## src/rtl/syn_train_pkg.sv

```systemverilog
package syn_train_pkg;
  typedef enum logic [1:0] {
    ST_IDLE = 2'd0,
    ST_DEC  = 2'd1,
    ST_INC  = 2'd2,
    ST_DONE = 2'd3
  } train_state_e;

  localparam logic [1:0] COL_SEL_OFF = 2'b00;
  localparam logic [1:0] COL_SEL_DEC = 2'b10;
  localparam logic [1:0] COL_SEL_INC = 2'b01;
endpackage

```

## src/rtl/syn_flag_bank.sv

```systemverilog
module syn_flag_bank #(
  parameter int N_SYN = 32
) (
  input  logic             clk_i,
  input  logic             rst_ni,
  input  logic             load_i,
  input  logic [N_SYN-1:0] act_i,
  output logic [N_SYN-1:0] flag_o
);
  for (genvar i = 0; i < N_SYN; i++) begin : g_flag
    always_ff @(posedge clk_i or negedge rst_ni) begin
      if (!rst_ni)     flag_o[i] <= 1'b0;
      else if (load_i) flag_o[i] <= act_i[i];
    end
  end
endmodule

```

## src/rtl/syn_train_fsm.sv

```systemverilog
module syn_train_fsm
  import syn_train_pkg::*;
(
  input  logic         clk_i,
  input  logic         rst_ni,
  input  logic         start_i,
  input  logic         learn_en_i,
  input  logic         winner_i,
  output logic         accept_o,
  output train_state_e state_o
);
  train_state_e state_d;

  assign accept_o = (state_o == ST_IDLE) && start_i && learn_en_i && winner_i;

  always_comb begin
    state_d = state_o;
    unique case (state_o)
      ST_IDLE: if (accept_o) state_d = ST_DEC;
      ST_DEC:  state_d = ST_INC;
      ST_INC:  state_d = ST_DONE;
      ST_DONE: state_d = ST_IDLE;
      default: state_d = ST_IDLE;
    endcase
  end

  always_ff @(posedge clk_i or negedge rst_ni) begin
    if (!rst_ni) state_o <= ST_IDLE;
    else         state_o <= state_d;
  end
endmodule

```

## src/rtl/syn_drv_mux.sv

```systemverilog
module syn_drv_mux
  import syn_train_pkg::*;
#(
  parameter int N_SYN = 32
) (
  input  train_state_e     state_i,
  input  logic [N_SYN-1:0] flag_i,
  input  logic [N_SYN-1:0] act_i,
  output logic [N_SYN-1:0] drv_val_o,
  output logic [N_SYN-1:0] drv_en_o
);
  logic in_dec, in_inc;
  assign in_dec = (state_i == ST_DEC);
  assign in_inc = (state_i == ST_INC);

  for (genvar i = 0; i < N_SYN; i++) begin : g_drv
    always_comb begin
      if (in_dec) begin
        drv_en_o[i]  = ~flag_i[i];
        drv_val_o[i] = 1'b0;
      end else if (in_inc) begin
        drv_en_o[i]  = flag_i[i];
        drv_val_o[i] = 1'b1;
      end else begin
        drv_en_o[i]  = 1'b1;
        drv_val_o[i] = act_i[i];
      end
    end
  end
endmodule

```

## src/rtl/syn_train_seq.sv

```systemverilog
module syn_train_seq
  import syn_train_pkg::*;
#(
  parameter int N_SYN = 32
) (
  input  logic             clk_i,
  input  logic             rst_ni,
  input  logic             start_i,
  input  logic             learn_en_i,
  input  logic             winner_i,
  input  logic [N_SYN-1:0] syn_act_i,
  output logic [N_SYN-1:0] drv_val_o,
  output logic [N_SYN-1:0] drv_en_o,
  output logic             train_n_o,
  output logic [1:0]       col_sel_o,
  output logic             done_o
);
  train_state_e     state_q;
  logic             accept;
  logic [N_SYN-1:0] flag_q;

  syn_train_fsm u_fsm (
    .clk_i      (clk_i),
    .rst_ni     (rst_ni),
    .start_i    (start_i),
    .learn_en_i (learn_en_i),
    .winner_i   (winner_i),
    .accept_o   (accept),
    .state_o    (state_q)
  );

  syn_flag_bank #(.N_SYN(N_SYN)) u_flags (
    .clk_i  (clk_i),
    .rst_ni (rst_ni),
    .load_i (accept),
    .act_i  (syn_act_i),
    .flag_o (flag_q)
  );

  syn_drv_mux #(.N_SYN(N_SYN)) u_mux (
    .state_i   (state_q),
    .flag_i    (flag_q),
    .act_i     (syn_act_i),
    .drv_val_o (drv_val_o),
    .drv_en_o  (drv_en_o)
  );

  always_comb begin
    unique case (state_q)
      ST_DEC:  col_sel_o = COL_SEL_DEC;
      ST_INC:  col_sel_o = COL_SEL_INC;
      default: col_sel_o = COL_SEL_OFF;
    endcase
  end

  assign train_n_o = ~((state_q == ST_DEC) || (state_q == ST_INC));
  assign done_o    = (state_q == ST_DONE);
endmodule

```

## config.mk

```make
export PLATFORM = sky130hd
export DESIGN_NAME = syn_train_seq
export DESIGN_NICKNAME = d
export VERILOG_FILES = /design/src/rtl/syn_train_pkg.sv /design/src/rtl/syn_flag_bank.sv /design/src/rtl/syn_train_fsm.sv /design/src/rtl/syn_drv_mux.sv /design/src/rtl/syn_train_seq.sv
export SDC_FILE = /design/constraint.sdc
export NUM_CORES = 1
export LEC_CHECK = 0
export ABC_AREA = 0
export CAP_MARGIN = 25
export CORE_ASPECT_RATIO = 1.4
export CORE_MARGIN = 3
export CORE_UTILIZATION = 43
export DETAILED_ROUTE_END_ITERATION = 10
export PLACE_DENSITY = 0.85
export SYNTH_ARGS = -nofsm -noshare
export SYNTH_HDL_FRONTEND = slang
export SYNTH_SLANG_ARGS = --single-unit
```

## constraint.sdc

```tcl
create_clock -name clk_i -period 2.6 [get_ports clk_i]
set_input_delay 0.52 -clock clk_i [delete_from_list [all_inputs] [get_ports clk_i]]
set_output_delay 0.52 -clock clk_i [all_outputs]
set_load 0.02 [all_outputs]
```

==> results of run 1 <==
## worst register-to-register path: stages (launching register included)
cell and delay, ns:
dfrtp_1 0.42, inv_1 0.14, ha_1 0.25, nand4_4 0.37, buf_12 0.33, mux2_4 0.33
## metrics by stage
stage	util, %	total power, mW	TNS (ns)	instances
2_1_floorplan	-	3.00	0	225
3_3_place_gp	68.6	4.52	0	379
3_5_place_dp	68.6	4.59	0	379
4_1_cts	69.8	4.72	-0.0621	387
5_1_grt	70.6	4.97	-0.0411	387
6_report	70.6	4.65	0	387
## sequential cells by signal, summed over array words and instances (netlist names)
name,flops
u_fsm.state_o,2
u_flags.flag_o,32
## placed cells by master, fill, tap and decap left out
| master | instances |
|---|---|
| a21oi_1 | 32 |
| buf_12 | 3 |
| buf_2 | 1 |
| buf_4 | 1 |
| buf_6 | 1 |
| clkbuf_1 | 1 |
| clkbuf_2 | 3 |
| clkbuf_8 | 6 |
| clkdlybuf4s50_1 | 39 |
| clkinv_2 | 1 |
| dfrtp_1 | 34 |
| dlygate4sd2_1 | 45 |
| dlymetal6s2s_1 | 16 |
| ha_1 | 4 |
| ha_2 | 1 |
| inv_1 | 3 |
| mux2_2 | 3 |
| mux2_4 | 29 |
| mux2i_1 | 2 |
| nand2_1 | 1 |
| nand2b_2 | 1 |
| nand4_4 | 1 |
| nor2_1 | 97 |
## per-layer routing
| metal | global-route usage, % | up-vias | part of all wire (%) |
|---|---|---|---|
| met4 | 11.0 | 0 | 3.9 |
| met3 | 3.59 | 19 | 5.1 |
| met1 | 22.4 | 873 | 38 |
| met2 | 37.9 | 79 | 53 |
| met5 | 0 | - | 0 |
| li1 | - | 930 | - |
## logic make-up after synthesis
| group | count (synthesis) | share of synthesized area (%) |
|---|---|---|
| compound gates | 32 | 7.77 |
| fa+ha+maj | 5 | 3.03 |
| buf+inv | 20 | 5.04 |
| flops | 34 | 41.3 |
| mux | 34 | 23.7 |
| simple gates | 100 | 19.2 |
## final cells by class
| type | instances | area [um^2] |
|---|---|---|
| Clock buffer | 7 | 86.3 |
| Clock inverter | 1 | 5.00 |
| Fill cell | 388 | 1350 |
| Inverter | 3 | 11.3 |
| Multi-Input combinational cell | 171 | 1110 |
| Sequential cell | 34 | 851 |
| Tap cell | 62 | 77.6 |
| Timing Repair Buffer | 109 | 1080 |
## what timing repair did
action | CTS | global route
setup endpoints to repair | 65 | 46
gates resized for setup | 54 | 24
hold buffers | 0 | 0
setup buffers | 0 | 0
## where the power goes
| group | leakage [nW] | internal, mW | switching, mW |
|---|---|---|---|
| Combinational | 1.21 | 1.42 | 1.82 |
| Sequential | 0.413 | 0.794 | 0.218 |
| Clock | 0.0482 | 0.214 | 0.186 |
## final timing paths
path	from	to	slack (ns)	depth (start not counted)
max in group asynchronous	rst_ni	u_flags.flag_o[21]	1.79	1
min in group clk_i	u_flags.flag_o[3]	u_flags.flag_o[3]	0.54	1
worst min-delay path	rst_ni	u_flags.flag_o[23]	0.30	1
worst max-delay path	u_fsm.state_o[1]	col_sel_o[1]	0.06	4
worst max register to register	u_fsm.state_o[0]	u_flags.flag_o[7]	0.67	5
worst min register to register	u_flags.flag_o[3]	u_flags.flag_o[3]	0.54	1
==> results_dict.tcl, run 1 <==
set metrics [dict create \
    status "finished clean" \
    min_period_ns 2.54 \
    synth.most_common_cell "nor2_1" \
    setup_violations 0 \
    die_y_um 87.9 \
    numCtsBuffers 5 \
    areaGrowthSynthToFinish_pct 56.5 \
    yosys_warnings 0 \
    yosys_most_used_dff "dfrtp_1" \
    timing_worst_setup_path_type "reg2out" \
    worstMarginPinSlew_ns 0.769 \
    hpwl_um 4260 \
    overflow 0 \
    synth_edf_count 0 \
    num_rows 29 \
    via_per_inst 4.91 \
    firstDrtPassIters 4 \
    drv_cap 0 \
    slowest_delay_ns 0.67 \
    io_pins 105 \
    power_leakage_nw 1.67 \
    synthTopCellsByCount "nor2_1 (97), dfrtp_1 (34), a21oi_1 (32)" \
    initial_core_util_pct 45.1 \
    startpoint_type "flip-flop" \
    cp-end-kind "output port" \
    drc 0 \
    peakVddDrop_uv 738 \
    whs_ns 0.302 \
    worst_hold_path_type "in2async" \
    gp_congestion 0.738 \
    worst_skew_pair.late_latency_ns 0.28 \
    vias 1901 \
    grt_max_degree 66 \
    slew_viol_final 0 \
    grt_pass1_vias 1957 \
    syn_inst 225 \
    clk_pin_slew_worst_paths_ns 0.08 \
    design_area_um2 3230 \
    port_buffers 104 \
    post-route-period-util_pct 97.6 \
    crit_required_ns 2.08 \
    fmax_ghz 0.394 \
    avgSynthCellArea_um2 9.16 \
    max_slew_margin_pct 48.7 \
    cts_root_buffer "clkbuf_8" \
    cts_sinks 34 \
    drt_wl_total_um 5860 \
    fin_nets 366 \
    yosys_register_bits 34 \
    crit_fanout 65 \
    critPathSlowestCell "clkdlybuf4s50_1" \
    syn_area_um2 2060 \
    dieArea_um2 5670 \
    crit_chain "inv_1 -> ha_2 -> buf_12 -> clkdlybuf4s50_1" \
    clk_path_buf_depth 2 \
    fp.dieW_um 64.5 \
    antenna_found_initial 0 \
    synth_area_leaders "dfrtp_1 (41%), mux2_4 (21%), nor2_1 (18%), a21oi_1 (7.8%), ha_1 (3.0%)" \
    htreeDepth 2 \
    hold_viol_final 0 \
    path_buf_inv 3 \
    initialDrtViolationCount 80 \
    syn_nets 267 \
    grt_pass1_wl_um 9090 \
    critPathArrivalTime_ns 2.02 \
    yosys.area.top_type "dfrtp_1" \
    place_ws_ns 0.0519 \
    ys_types 15 \
    avgRoutedWirePerCell_um 15.1 \
    place_area_um2 3140 \
    p_per_area_nw_per_um2 1440 \
    final_antenna_net_count 0 \
    path_delay_family "buffers and inverters" \
    rsz0062_at_grt "yes" \
    antenna_cells 0 \
    ys_async_sr_fraction_pct 100 \
    worst_clock_skew_ns 0.00757 \
    coreArea_um2 4570 \
    ys_seq_area_share_pct 41.3 \
    cts_tree "yes" \
    setup_slack_ns 0.0635 \
    yosysTopAreaCellShare_pct 41.3 \
    grtUsageTotal_pct 20.6 \
    drive_above_1_share_pct 15.7 \
]
No activity file was read; power rests on OpenSTA's default activity.
==> run 2: changes to the inputs <==
--- a/config.mk
+++ b/config.mk
@@ -9,9 +9,10 @@
 export CAP_MARGIN = 25
 export CORE_ASPECT_RATIO = 1.4
 export CORE_MARGIN = 3
-export CORE_UTILIZATION = 43
+export CORE_UTILIZATION = 40
 export DETAILED_ROUTE_END_ITERATION = 10
-export PLACE_DENSITY = 0.85
+export PLACE_DENSITY = 0.79
+export SKIP_LAST_GASP = 1
 export SYNTH_ARGS = -nofsm -noshare
 export SYNTH_HDL_FRONTEND = slang
 export SYNTH_SLANG_ARGS = --single-unit
==> run 2 against run 1 <==
Hold slack better by 0.012 ns; largest power group unchanged; total power rose by 1.1%; register-to-register slack lost 0.10 ns; clock skew down 0.0052 ns; sequential power is essentially flat; via count fell by 1.4%; critical path depth increased by 2; non-clock buffer count is 2 higher; critical endpoint is now drv_val_o[6]; global-route usage down 1.7 points; wire length shrank 1.5%; highest routed layer unchanged.
==> results_dict.tcl, run 2 (synthesized netlist as in run 1, its figures left out) <==
set metrics [dict create \
    clk_path_buf_depth 2 \
    regMostFlops "u_flags.flag_o" \
    via_per_inst 4.80 \
    post-route-period-util_pct 95.3 \
    gp_congestion 0.819 \
    p_per_area_nw_per_um2 1440 \
    place_area_um2 3150 \
    fp.dieW_um 66.7 \
    cp-end-kind "output port" \
    max_slew_margin_pct 49.3 \
    grt_pass1_vias 1824 \
    peakVddDrop_uv 805 \
    final_util_pct 66.6 \
    num_rows 30 \
    cts_sinks 34 \
    drc 0 \
    port_buffers 104 \
    firstDrtPassIters 4 \
    drt_wl_total_um 5770 \
    coreArea_um2 4920 \
    overflow 0 \
    worstMarginPinSlew_ns 0.761 \
    reg2reg_from "u_fsm.state_o[0]" \
    crit_required_ns 2.08 \
    io_pins 105 \
    worst_clock_skew_ns 0.00235 \
    status "finished clean" \
    startpoint_type "flip-flop" \
    cts_root_buffer "clkbuf_8" \
    drv_cap 0 \
    crit_fanout 6 \
    largest_register_ffs 32 \
    fin_nets 368 \
    grt_max_degree 37 \
    critPathArrivalTime_ns 1.96 \
    hold_viol_final 0 \
    final_antenna_net_count 0 \
    timing_worst_setup_path_type "reg2out" \
    grt_pass1_wl_um 9020 \
    dieArea_um2 6060 \
    cts_setup_buffers 0 \
    cts_tree "yes" \
    fmax_ghz 0.404 \
    vias 1875 \
    design_area_um2 3270 \
    min_period_ns 2.48 \
    final_cell_mix "nor2_1 (97), clkdlybuf4s50_1 (42), dfrtp_1 (34)" \
    initial_core_util_pct 41.9 \
    worst_skew_pair.late_latency_ns 0.27 \
    slew_viol_final 0 \
    clk_pin_slew_worst_paths_ns 0.07 \
    htreeDepth 2 \
    wl_met3_um 326 \
    power_leakage_nw 1.77 \
    antenna_cells 0 \
    die_y_um 91.0 \
    fin_cells 391 \
    initialDrtViolationCount 45 \
    final_common_cell "nor2_1" \
    reg2reg_to "u_flags.flag_o[8]" \
    worst_hold_path_type "in2async" \
    rr_worst_depth 5 \
    avgRoutedWirePerCell_um 14.7 \
    route.met2.wl_um 3000 \
    largestRegisters "u_flags.flag_o x32, u_fsm.state_o x2" \
    setup_slack_ns 0.123 \
    hpwl_um 4140 \
    drive_above_1_share_pct 16.8 \
    place_ws_ns 0.104 \
    wl_met1_um 2320 \
    grtUsageTotal_pct 18.9 \
    reg2reg_slack_ns 0.57 \
    areaGrowthSynthToFinish_pct 58.7 \
    highest_layer "met4" \
    setup_violations 0 \
    rsz0062_at_grt "yes" \
    numCtsBuffers 5 \
    dpl.cell_count 383 \
    antenna_found_initial 0 \
    power_mw 4.70 \
]
-- run 2: worst max-delay path: stages, from the launching register on --
cell	delay [ns]
dfrtp_1	0.41
inv_1	0.13
ha_2	0.24
buf_4	0.16
nor2_1	0.05
nor2_1	0.07
clkdlybuf4s50_1	0.61
-- run 2: area by class of cell --
cell class,instances,area [um^2]
clock buffers,7,86.3
clock inverters,1,5.00
fillers,414,1640
inverters,3,11.3
multi-input cells,171,1110
flip-flops and latches,34,851
well taps,64,80.1
repair buffers,111,1130
-- run 2: metal layers --
metal  up-vias  track usage [%]
li1        934                -
met1       851             22.6
met2        78             32.8
met3        12             3.71
met4         0             6.61
met5         -                0
-- run 2: power by group --
part	switching, mW	internal, mW	total [mW]
Combinational	1.82	1.48	3.30
Clock	0.183	0.214	0.397
Sequential	0.214	0.794	1.01
Total	2.21	2.49	4.70
-- run 2: per-stage QoR --
step           hold WS, ns  setup TNS, ns
6_report             0.314              0
5_1_grt              0.367        -0.0778
4_1_cts              0.340         -0.219
3_5_place_dp         0.519              0
3_3_place_gp         0.515              0
2_1_floorplan        0.224              0
-- run 2: what timing repair did --
item                       4_1_cts  5_1_grt
hold endpoints to repair         0        0
hold buffers                     0        0
setup endpoints to repair       58       36
gates resized for setup         36       41
-- run 2: worst max-delay path by stage --
stage                    end  slack, ns             start
2_1_floorplan  drv_val_o[10]       0.48  u_fsm.state_o[0]
3_3_place_gp    drv_en_o[31]       0.19  u_fsm.state_o[0]
3_5_place_dp    drv_en_o[10]       0.10  u_fsm.state_o[1]
4_1_cts        drv_val_o[26]      -0.05  u_fsm.state_o[0]
5_1_grt         drv_en_o[29]      -0.02  u_fsm.state_o[1]
6_report        drv_val_o[6]       0.12  u_fsm.state_o[0]
